**src/rtl/guess_pkg.sv**
```systemverilog
package guess_pkg;
  localparam int unsigned SW_W  = 8;
  localparam int unsigned LED_W = 16;
  typedef logic [SW_W-1:0] sw_t;
endpackage

```
**src/rtl/btn_filter.sv**
```systemverilog
module btn_filter #(
  parameter int unsigned DB_CYCLES = 1_000_000,
  parameter bit          BYPASS    = 1'b0
) (
  input  logic clk_i,
  input  logic rst_ni,
  input  logic raw_i,
  output logic lvl_o
);
  generate
    if (BYPASS) begin : g_byp
      assign lvl_o = raw_i;
    end else begin : g_flt
      localparam int unsigned CW = $clog2(DB_CYCLES + 1);
      localparam logic [CW-1:0] LIM = CW'(DB_CYCLES - 1);
      logic [1:0]    sync_q;
      logic [CW-1:0] cnt_q;
      logic          lvl_q;

      always_ff @(posedge clk_i or negedge rst_ni) begin
        if (!rst_ni) begin
          sync_q <= '0;
          cnt_q  <= '0;
          lvl_q  <= 1'b0;
        end else begin
          sync_q <= {sync_q[0], raw_i};
          if (sync_q[1] == lvl_q) begin
            cnt_q <= '0;
          end else if (cnt_q == LIM) begin
            cnt_q <= '0;
            lvl_q <= sync_q[1];
          end else begin
            cnt_q <= cnt_q + 1'b1;
          end
        end
      end
      assign lvl_o = lvl_q;

      AST_FLT_FOLLOW: assert property (@(posedge clk_i) disable iff (!rst_ni)
        !$stable(lvl_q) |-> lvl_q == $past(sync_q[1])) else $error("filter took foreign level");
      AST_FLT_CNT_BOUND: assert property (@(posedge clk_i) disable iff (!rst_ni)
        cnt_q <= LIM) else $error("filter counter overrun");
    end
  endgenerate
endmodule

```
**src/rtl/rise_pulse.sv**
```systemverilog
module rise_pulse (
  input  logic clk_i,
  input  logic rst_ni,
  input  logic lvl_i,
  output logic pulse_o
);
  logic prev_q;

  always_ff @(posedge clk_i or negedge rst_ni) begin
    if (!rst_ni) prev_q <= 1'b0;
    else         prev_q <= lvl_i;
  end

  assign pulse_o = lvl_i & ~prev_q;

  AST_PULSE_SINGLE: assert property (@(posedge clk_i) disable iff (!rst_ni)
    pulse_o |=> !pulse_o) else $error("pulse longer than one cycle");
endmodule

```
**src/rtl/guess_core.sv**
```systemverilog
module guess_core
  import guess_pkg::*;
(
  input  logic clk_i,
  input  logic rst_ni,
  input  sw_t  sw_i,
  input  logic store_i,
  input  logic check_i,
  output logic match_o
);
  sw_t  secret_q;
  logic match_q;

  always_ff @(posedge clk_i or negedge rst_ni) begin
    if (!rst_ni) begin
      secret_q <= '0;
      match_q  <= 1'b0;
    end else begin
      if (check_i) match_q  <= (sw_i == secret_q);  // old secret on a tie
      if (store_i) secret_q <= sw_i;
    end
  end

  assign match_o = match_q;

  AST_FLAG_HOLD: assert property (@(posedge clk_i) disable iff (!rst_ni)
    !check_i |=> $stable(match_q)) else $error("flag moved without check");
  AST_SECRET_HOLD: assert property (@(posedge clk_i) disable iff (!rst_ni)
    !store_i |=> $stable(secret_q)) else $error("secret moved without store");
  AST_STORE_LOAD: assert property (@(posedge clk_i) disable iff (!rst_ni)
    store_i |=> secret_q == $past(sw_i)) else $error("secret not loaded");
endmodule

```
**src/rtl/guess_game.sv**
```systemverilog
module guess_game
  import guess_pkg::*;
#(
  parameter int unsigned DB_CYCLES = 1_000_000,
  parameter bit          BYPASS_DB = 1'b0
) (
  input  logic             clk_i,
  input  logic             rst_ni,
  input  logic [SW_W-1:0]  sw_i,
  input  logic             store_btn_i,
  input  logic             check_btn_i,
  output logic [LED_W-1:0] led_o
);
  localparam int unsigned NBTN  = 2;
  localparam int unsigned PAD_W = LED_W - 1 - SW_W;

  logic [NBTN-1:0] raw, lvl, pulse;
  logic            match;

  assign raw = {check_btn_i, store_btn_i};

  for (genvar i = 0; i < NBTN; i++) begin : g_btn
    btn_filter #(.DB_CYCLES(DB_CYCLES), .BYPASS(BYPASS_DB)) u_flt (
      .clk_i (clk_i),
      .rst_ni(rst_ni),
      .raw_i (raw[i]),
      .lvl_o (lvl[i])
    );
    rise_pulse u_edge (
      .clk_i  (clk_i),
      .rst_ni (rst_ni),
      .lvl_i  (lvl[i]),
      .pulse_o(pulse[i])
    );
  end

  guess_core u_core (
    .clk_i  (clk_i),
    .rst_ni (rst_ni),
    .sw_i   (sw_i),
    .store_i(pulse[0]),
    .check_i(pulse[1]),
    .match_o(match)
  );

  assign led_o = {match, {PAD_W{1'b0}}, sw_i};

  AST_LED_PAD_LOW: assert property (@(posedge clk_i) disable iff (!rst_ni)
    led_o[LED_W-2:SW_W] == '0) else $error("pad bits lit");
  AST_RESULT_CHECKED: assert property (@(posedge clk_i) disable iff (!rst_ni)
    !$stable(led_o[LED_W-1]) |-> $past(pulse[1])) else $error("result moved without check");
endmodule

```
**config.mk**
```make
export PLATFORM = sky130hd
export DESIGN_NAME = guess_game
export DESIGN_NICKNAME = d
export VERILOG_FILES = /design/src/rtl/guess_pkg.sv /design/src/rtl/btn_filter.sv /design/src/rtl/rise_pulse.sv /design/src/rtl/guess_core.sv /design/src/rtl/guess_game.sv
export SDC_FILE = /design/constraint.sdc
export NUM_CORES = 1
export LEC_CHECK = 0
export ABC_AREA = 1
export BUFFER_PORTS_ARGS = -buffer_cell sky130_fd_sc_hd__buf_4
export CAP_MARGIN = 20
export CORE_MARGIN = 4
export CORE_UTILIZATION = 40
export CTS_BUF_LIST = sky130_fd_sc_hd__clkbuf_2 sky130_fd_sc_hd__clkbuf_4 sky130_fd_sc_hd__clkbuf_8
export DETAILED_ROUTE_END_ITERATION = 8
export GPL_TIMING_DRIVEN = 0
export PLACE_DENSITY = 0.64
export SETUP_SLACK_MARGIN = 0.05
export SLEW_MARGIN = 5
export SYNTH_ARGS = -nofsm -noshare
export SYNTH_HDL_FRONTEND = slang
export SYNTH_SLANG_ARGS = --single-unit
```
**constraint.sdc**
```tcl
create_clock -name clk_i -period 1.8 [get_ports clk_i]
set_input_delay 0.27 -clock clk_i [delete_from_list [all_inputs] [get_ports clk_i]]
set_output_delay 0.27 -clock clk_i [all_outputs]
set_load 0.02 [all_outputs]
```
Word-level counts from Yosys, hierarchy flattened
Cells that the tools add are included.

Add/subtract/negate cells: 2. Eq/ne operators: 5. Mux-type cells: 4. Bitwise gates (word level): 6. Reduce and logical (&&, ||, !) cells: 2.

Operator list (number): $mux W20 (4); $add A20 B1 Y20 const B (2); $eq A20 B20 Y1 const B (2); $eq A8 B8 Y1 (1); $not A1 Y1 (4); $reduce_and A2 Y1 (2); $and A1 B1 Y1 (2); $eq A1 B1 Y1 (2).

Bits in registers: 57. Input port bits: 12. Output and inout bits: 16. Logic and storage cells: 29.

Depth between registers and ports, before layout
Gate-level depths: netlist (run 1).

Depth after elaboration: 3. Gate-level depth with buffers: 9.

Cells and area by module
From an unflattened synthesis (run 1), not the netlist that was laid out.

Cells, all modules: 413. Area total of the unflattened synthesis: 3344.5 um2.

Modules (own cells, without submodules): btn_filter (times used 2, cells each 161, area an instance 1335.0 um2, seq. area each 575.6 um2); guess_core (times used 1, cells each 68, area an instance 480.5 um2, seq. area each 225.2 um2); guess_game (times used 1, cells each 17, area an instance 123.9 um2, seq. area each 0.0 um2); rise_pulse (times used 2, cells each 3, area an instance 35.0 um2, seq. area each 25.0 um2).

Least setup slack after synthesis (run 1)
OpenSTA, ideal clock, no wires.

Path kind: reg2reg. From: reg g_btn[0].u_flt.g_flt.cnt_q[0]. To: reg g_btn[0].u_flt.g_flt.cnt_q[18]. Data arrival time: 1.180 ns. Slack: 0.497 ns. Cell stages (with the launch flop): 7. Buffers on the path: 0. Cells stage by stage: dfrtp_1 ha_1 nand3_4 nor2_4 nand3_2 nand2_1 nor2_1.

Longest elaborated chain between the ends: 3. Elaborated cells between the ends (all ways): 4.

Ends and longest elaborated chain: start: declaration (line btn_filter.sv:17) `logic [CW-1:0] cnt_q;`; start signal: assignment (line btn_filter.sv:33) `cnt_q <= cnt_q + 1'b1;`; $add A20 B1 Y20 / $eq A20 B20 Y1 (equally long branches) (line btn_filter.sv:33, btn_filter.sv:29); $mux W20 * (line btn_filter.sv:29) `end else if (cnt_q == LIM) begin`; $mux W20 * (line btn_filter.sv:27) `if (sync_q[1] == lvl_q) begin`.

Every way passes the cells marked *; elsewhere a longest branch is shown, timed or not. A chain may end at the register's enable or synchronous reset.

Worst setup path after layout (run 1)
From: reg g_btn[1].u_flt.g_flt.cnt_q[0]. To: reg g_btn[1].u_flt.g_flt.cnt_q[18].

Longest elaborated chain between the ends: 3. Elaborated cells between the ends (all ways): 4.

Ends and longest elaborated chain (line): start: declaration (btn_filter.sv:17); start signal: assignment (btn_filter.sv:33); $add A20 B1 Y20 / $eq A20 B20 Y1 (equally long branches) (btn_filter.sv:33, btn_filter.sv:29); $mux W20 * (btn_filter.sv:29); $mux W20 * (btn_filter.sv:27).

Marked as above.

==> impl_metrics.tcl, run 1 <==
set metrics [dict create \
    worst_slew_pin_slew_ns 0.720 \
    grt_start_max_net_pins 58 \
    dieHeight_um 95.8 \
    crit_chain "ha_1 -> nand3_1 -> nor2_2 -> nand3_2 -> nand2_2 -> nor2_1" \
    pin_count 28 \
    htreeDepth 3 \
    cp_num_buf_inv 0 \
    fin_crit_sh 0.858 \
    slowest_delay_ns 0.36 \
    yosysSeqAreaShare 0.462 \
    fin_util 0.493 \
    die_area_um2 9190 \
    clkPwrFrac 0.503 \
    maxSlewViolCount 0 \
    vdd_ir_drop_max_mv 0.737 \
    finalCriticalPeriod_ns 1.54 \
    grt_pass1_vias 2191 \
    cp-end-kind "flip-flop" \
    place_congestion 0.888 \
    clk_pin_slew_ns 0.07 \
    grt.total_usage 0.145 \
    stdcell_area_um2 3640 \
    dr.pass1.iters 5 \
    hold_viol 25 \
    final_cell_mix "90 x nor2_1, 64 x nand2_1, 57 x dfrtp_1, 39 x nand3_1, 36 x buf_4" \
    hp-class "input pin to async pin" \
    yosys.area.top_type_share 0.462 \
    cp_max_fo 7 \
    cts_root_buffer "clkbuf_8" \
    cts_tree "done" \
    power.share.sequential 0.438 \
    p_sw_mw 0.667 \
    rsz0062_at_grt "false" \
    clock_skew_ns 0.0110 \
    status "finished with violations" \
    core-area_um2 7370 \
    cp_data_required_time_ns 2.03 \
    fmax_mhz 648 \
    setup_viol 0 \
    post_drt_wl_per_cell_um 11.4 \
    wl_um 5960 \
    slew_headroom 0.520 \
    ctsResizeCount 0 \
    crit_type "flip-flop to flip-flop" \
    place_hpwl_um 4360 \
    netlist_area_um2 3090 \
    start_util 0.419 \
    reg2reg_depth 6 \
    combPwrFrac 0.059 \
    finalNetCount 432 \
    power.internal_mw 2.34 \
    antenna_found_initial 0 \
    ys_ff_latch 57 \
    synth_cell_types 30 \
    dpl_cell_area_um2 3380 \
    via_per_inst 4.62 \
    fin_setup_tns_ns 0 \
    p_sw_frac 0.222 \
    cts_hold_repair.buffers 0 \
    p_per_area_nw_per_um2 826 \
    syn_to_final_growth_pct 17.8 \
    fp.dieW_um 95.8 \
    ant_nets 0 \
    cts.sinks 57 \
    cts_inserted_buffers 9 \
    arrival_ns 1.77 \
    hold_ws_ns -0.0318 \
    drv_cap 0 \
    drt_iter0_drc 89 \
    p_leak_nw 1.59 \
    cp_num_cells 6 \
    grt_pass1_wl_um 10200 \
    drc 0 \
    avgSynthCellArea_um2 8.10 \
    final_common_cell "nor2_1" \
    post_cts_buffers 0 \
    violations "negative hold slack" \
    synthCells 381 \
    ys_top_cells_by_area "dfrtp_1 46%, nor2_1 11%, nand2_1 7.8%" \
    io_buffers 20 \
    cts_buffer_depth 2 \
    ys_warn_count 0 \
    synth_top_area_cell "dfrtp_1" \
    diodes 0 \
    vias 2413 \
    drive_gt1_frac 0.189 \
    critPathSlowestCell "dfrtp_1" \
    clock_latency_ns 0.34 \
    startpoint_type "flip-flop" \
    grt-ovfl-total 0 \
    num_rows 31 \
    crit_family "simple AND/OR/NAND/NOR gates" \
]
## sequential cells by signal, indices dropped and copies added (netlist names)
signal,count
g_btn.u_edge.prev_q,2
g_btn.u_flt.lvl_o,2
g_btn.u_flt.g_flt.sync_q,4
u_core.secret_q,8
u_core.match_o,1
g_btn.u_flt.g_flt.cnt_q,40
## power by group through the flow
stage	logic [mW]	clock network [mW]	registers, mW
2_1_floorplan	0.106	0	1.34
3_3_place_gp	0.179	0	1.34
3_5_place_dp	0.182	0	1.34
4_1_cts	0.182	1.55	1.32
5_1_grt	0.199	1.61	1.32
6_report	0.177	1.51	1.32
## kinds of logic after synthesis
family | synth area share
simple gates | 0.323
compound gates | 0.0255
fa+ha+maj | 0.00811
flops | 0.462
mux | 0.0146
buf+inv | 0.0827
other cells | 0.00121
xor+xnor | 0.0823
## worst register-to-register path: cells and delay by family (launching register included)
kind	cells	cell delay, ns
flops	1	0.36
simple gates	5	0.89
fa+ha+maj	1	0.19
## final cells by class
| type | count | area [um^2] |
|---|---|---|
| fillers | 720 | 3730 |
| multi-input cells | 279 | 1430 |
| flip-flops and latches | 57 | 1430 |
| repair buffers | 20 | 150 |
| clock buffers | 10 | 138 |
| plain buffers | 19 | 135 |
| well taps | 99 | 124 |
| inverters | 32 | 120 |
| clock inverters | 6 | 115 |
## per-stage QoR
| step | total power [mW] | cells | worst slack, ns |
|---|---|---|---|
| global route | 3.12 | 522 | 0.0830 |
| global placement | 1.52 | 506 | 0.276 |
| detailed placement | 1.52 | 506 | 0.253 |
| CTS | 3.05 | 522 | 0.246 |
| finish | 3.00 | 522 | 0.256 |
| floorplan | 1.44 | 387 | 0.497 |
## path summary, 6_finish.rpt
kind                                           startpoint                             end  slack [ns]
min in group clk_i                            store_btn_i  g_btn[0].u_flt.g_flt.sync_q[0]        0.03
hold / removal                                     rst_ni   g_btn[0].u_flt.g_flt.cnt_q[2]       -0.03
hold reg to reg            g_btn[1].u_flt.g_flt.sync_q[0]  g_btn[1].u_flt.g_flt.sync_q[1]        0.35
setup reg to reg            g_btn[1].u_flt.g_flt.cnt_q[0]  g_btn[1].u_flt.g_flt.cnt_q[18]        0.26
setup / recovery            g_btn[1].u_flt.g_flt.cnt_q[0]  g_btn[1].u_flt.g_flt.cnt_q[18]        0.26
max in group asynchronous                          rst_ni   g_btn[0].u_flt.g_flt.cnt_q[3]        1.33
## cells in the mapped netlist (all sizes together)
cell type / instances
inv: 32
mux2: 4
nor2: 98
conb: 1
a21oi: 3
and2: 1
or2: 2
ha: 2
o2111ai: 1
nand4: 5
nand2: 69
buf: 19
xnor2: 13
dfrtp: 57
o21bai: 1
nand3: 42
nor3: 6
o211ai: 1
o21ai: 8
xor2: 16
## per-layer routing
layer | part of all wire | vias to the layer above | GRT usage
li1 | - | 1257 | -
met1 | 0.49 | 1092 | 0.203
met2 | 0.44 | 53 | 0.214
met3 | 0.050 | 11 | 0.0281
met4 | 0.022 | 0 | 0.0758
met5 | 0 | - | 0
Note: power is estimated with default switching activity, not from simulation.
==> run 2: changes to the inputs <==
--- a/config.mk
+++ b/config.mk
@@ -18,4 +18,5 @@
 export SLEW_MARGIN = 5
 export SYNTH_ARGS = -nofsm -noshare
 export SYNTH_HDL_FRONTEND = slang
+export SYNTH_HIERARCHICAL = 1
 export SYNTH_SLANG_ARGS = --single-unit
==> run 2 against run 1 <==
  * Critical path depth unchanged
  * Global-route usage fell by 0.66 points
  * Critical path type unchanged
  * Register-to-register slack gained 0.07 ns
  * Wire length grew 3.4%
  * The flow still finishes with violations (negative hold slack)
  * Non-clock buffer count fell by 2
  * Cell area grew 5.8%
  * Count of clock-buffer cells in the layout is 2 higher
==> impl_metrics.tcl, run 2 <==
set metrics [dict create \
    cp-end-kind "flip-flop" \
    synthTopCellsByCount "74 x nor2_1, 69 x nand2_1, 57 x dfrtp_1" \
    status "finished with violations" \
    fin_crit_sh 0.817 \
    cts_inserted_buffers 9 \
    yosysMostFrequentCell "nor2_1" \
    ys_top_cells_by_area "dfrtp_1 43%, nor2_1 8.3%, nand2_1 7.7%" \
    drv_cap 0 \
    clk_pin_slew_ns 0.06 \
    cts_hold_repair.buffers 0 \
    yosysSeqAreaShare 0.426 \
    grt-ovfl-total 0 \
    synthCells 413 \
    worst_slew_pin_slew_ns 0.720 \
    grt_start_max_net_pins 58 \
    dp_cells 544 \
    hold_ws_ns -0.00574 \
    syn_to_final_growth_pct 15.0 \
    ctsResizeCount 0 \
    async_reset_ff_frac 1.00 \
    num_rows 33 \
    violations "negative hold slack" \
    seq_area_um2 1430 \
    diodes 0 \
    p_leak_nw 1.76 \
    yosys.area.top_type_share 0.426 \
    hold_viol 4 \
    grt.total_usage 0.139 \
    start_util 0.409 \
    io_buffers 20 \
    synth-main-ff-cell "dfrtp_1" \
    die_area_um2 9890 \
    core-area_um2 8180 \
    drive_gt1_frac 0.262 \
    wl_um 6170 \
    synth_top_area_cell "dfrtp_1" \
    cp_max_fo 7 \
    finalNetCount 464 \
    timing.rr.start "g_btn[0].u_flt/g_flt.cnt_q[0]" \
    fill_cells 802 \
    setup_viol 0 \
    grt_pass1_vias 2469 \
    ys_ff_latch 57 \
    ant_nets 0 \
    netlist_area_um2 3340 \
    fmax_mhz 680 \
    htreeDepth 3 \
    synth_cell_types 27 \
    startpoint_type "flip-flop" \
    dr.pass1.iters 5 \
    clock_skew_ns 0.00408 \
    maxSlewViolCount 0 \
    arrival_ns 1.69 \
    finalCriticalPeriod_ns 1.47 \
    ys_warn_count 6 \
    final_cells 559 \
    clock_latency_ns 0.33 \
    via_per_inst 4.60 \
    pin_count 28 \
    final_cell_mix "74 x nor2_1, 69 x nand2_1, 57 x dfrtp_1, 46 x inv_1, 37 x buf_4" \
    r2r_slack_ns 0.33 \
    antenna_found_initial 0 \
    cts_buffer_depth 2 \
    regMostFlops "g_btn.u_flt/g_flt.cnt_q" \
    vdd_ir_drop_max_mv 0.338 \
    hp-class "input pin to async pin" \
    largest_reg_flops 40 \
    drt_iter0_drc 106 \
    cts_tree "done" \
    reg2reg_depth 6 \
    vias 2569 \
    post_drt_wl_per_cell_um 11.0 \
    place_hpwl_um 4690 \
    place_congestion 0.856 \
    avgSynthCellArea_um2 8.10 \
    synth_edf_count 0 \
    fin_setup_tns_ns 0 \
    p_per_area_nw_per_um2 697 \
    dieHeight_um 99.4 \
    crit_type "flip-flop to flip-flop" \
    biggestRegsByFlops "g_btn.u_flt/g_flt.cnt_q: 40 flops, u_core/secret_q: 8 flops, g_btn.u_flt/g_flt.sync_q: 4 flops" \
    fp.dieW_um 99.4 \
    multi_input_area_um2 1630 \
    cp_data_required_time_ns 2.02 \
    slew_headroom 0.520 \
    drc 0 \
    final_common_cell "nor2_1" \
    post_cts_buffers 0 \
    cts.sinks 57 \
    cts_root_buffer "clkbuf_8" \
    p_total_mw 2.68 \
    rsz0062_at_grt "false" \
    regToRegEndpoint "g_btn[0].u_flt/g_flt.cnt_q[5]" \
    grt_pass1_wl_um 11000 \
]
[run 2: cell types whose count changed after synthesis, sizes merged, moves of 3 or more]
cell   before  now
xnor2      13    6
inv        32   50
nand4       5    8
nor3b       0    4
mux2        4    1
o21ai       8   17
nand3      42   28
nand2      69   91
[run 2: how the worst max path moves through the flow]
| stage | startpoint | endpoint | depth (start not counted) |
|---|---|---|---|
| floorplan | g_btn[0].u_flt/g_flt.cnt_q[0] | g_btn[0].u_flt/g_flt.cnt_q[14] | 8 |
| detailed placement | g_btn[0].u_flt/g_flt.cnt_q[0] | g_btn[0].u_flt/g_flt.cnt_q[5] | 6 |
| global placement | g_btn[0].u_flt/g_flt.cnt_q[0] | g_btn[0].u_flt/g_flt.cnt_q[9] | 6 |
| finish | g_btn[0].u_flt/g_flt.cnt_q[0] | g_btn[0].u_flt/g_flt.cnt_q[5] | 6 |
| CTS | g_btn[0].u_flt/g_flt.cnt_q[0] | g_btn[0].u_flt/g_flt.cnt_q[5] | 6 |
| global route | g_btn[0].u_flt/g_flt.cnt_q[0] | g_btn[0].u_flt/g_flt.cnt_q[5] | 6 |
[run 2: power by group]
group          internal, mW  total, mW  switching [mW]  leakage (nW)
sequential             1.30       1.31          0.0109         0.740
combinational        0.0693      0.177           0.108         0.917
clock                 0.717       1.20           0.480         0.106
[run 2: cell type report]
type,count,area share
Clock buffer,12,0.0413
Buffer,17,0.0332
Inverter,50,0.0488
Tap cell,105,0.0341
Clock inverter,3,0.0104
Timing Repair Buffer,20,0.0390
Multi-Input combinational cell,295,0.422
Sequential cell,57,0.371
[run 2: cell families (layout without fill, tap and decap cells)]
kind of cell,count (synthesis),count (layout),synth area share
AND/OR/NAND/NOR,241,241,0.372
buffers and inverters,67,102,0.0943
flip-flops,57,57,0.426
AO/OA/AOI/OAI,22,22,0.0329
XOR/XNOR,22,22,0.0621
adder cells (fa/ha/maj),2,2,0.00748
other,1,7,0.00112
multiplexers,1,1,0.00337
[run 2: stage by stage]
step	hold WS [ns]	setup slack, ns	instance area (um^2)	util
after global placement	0.332	0.336	3650	0.446
after floorplan	-0.0256	0.560	3370	-
after global routing	0.0202	0.192	3850	0.471
after detailed placement	0.336	0.320	3650	0.446
final	-0.00574	0.330	3850	0.471
after CTS	0.0108	0.306	3850	0.471
[run 2: metal layers]
metal | share of wire | vias to the layer above | global-route usage | wire length, um
met5 | 0 | - | 0 | 0
met4 | 0.023 | 0 | 0.0746 | 144
met3 | 0.046 | 13 | 0.0330 | 281
met2 | 0.46 | 43 | 0.211 | 2820
met1 | 0.47 | 1185 | 0.183 | 2920
li1 | - | 1328 | - | -
[run 2: critical path, cell delays in order, from the launching register on]
cell and delay, ns:
dfrtp_1 0.37, ha_1 0.20, nand3_1 0.14, nor2_2 0.25, nand3_2 0.19, nand2_4 0.15
nor2_1 0.06
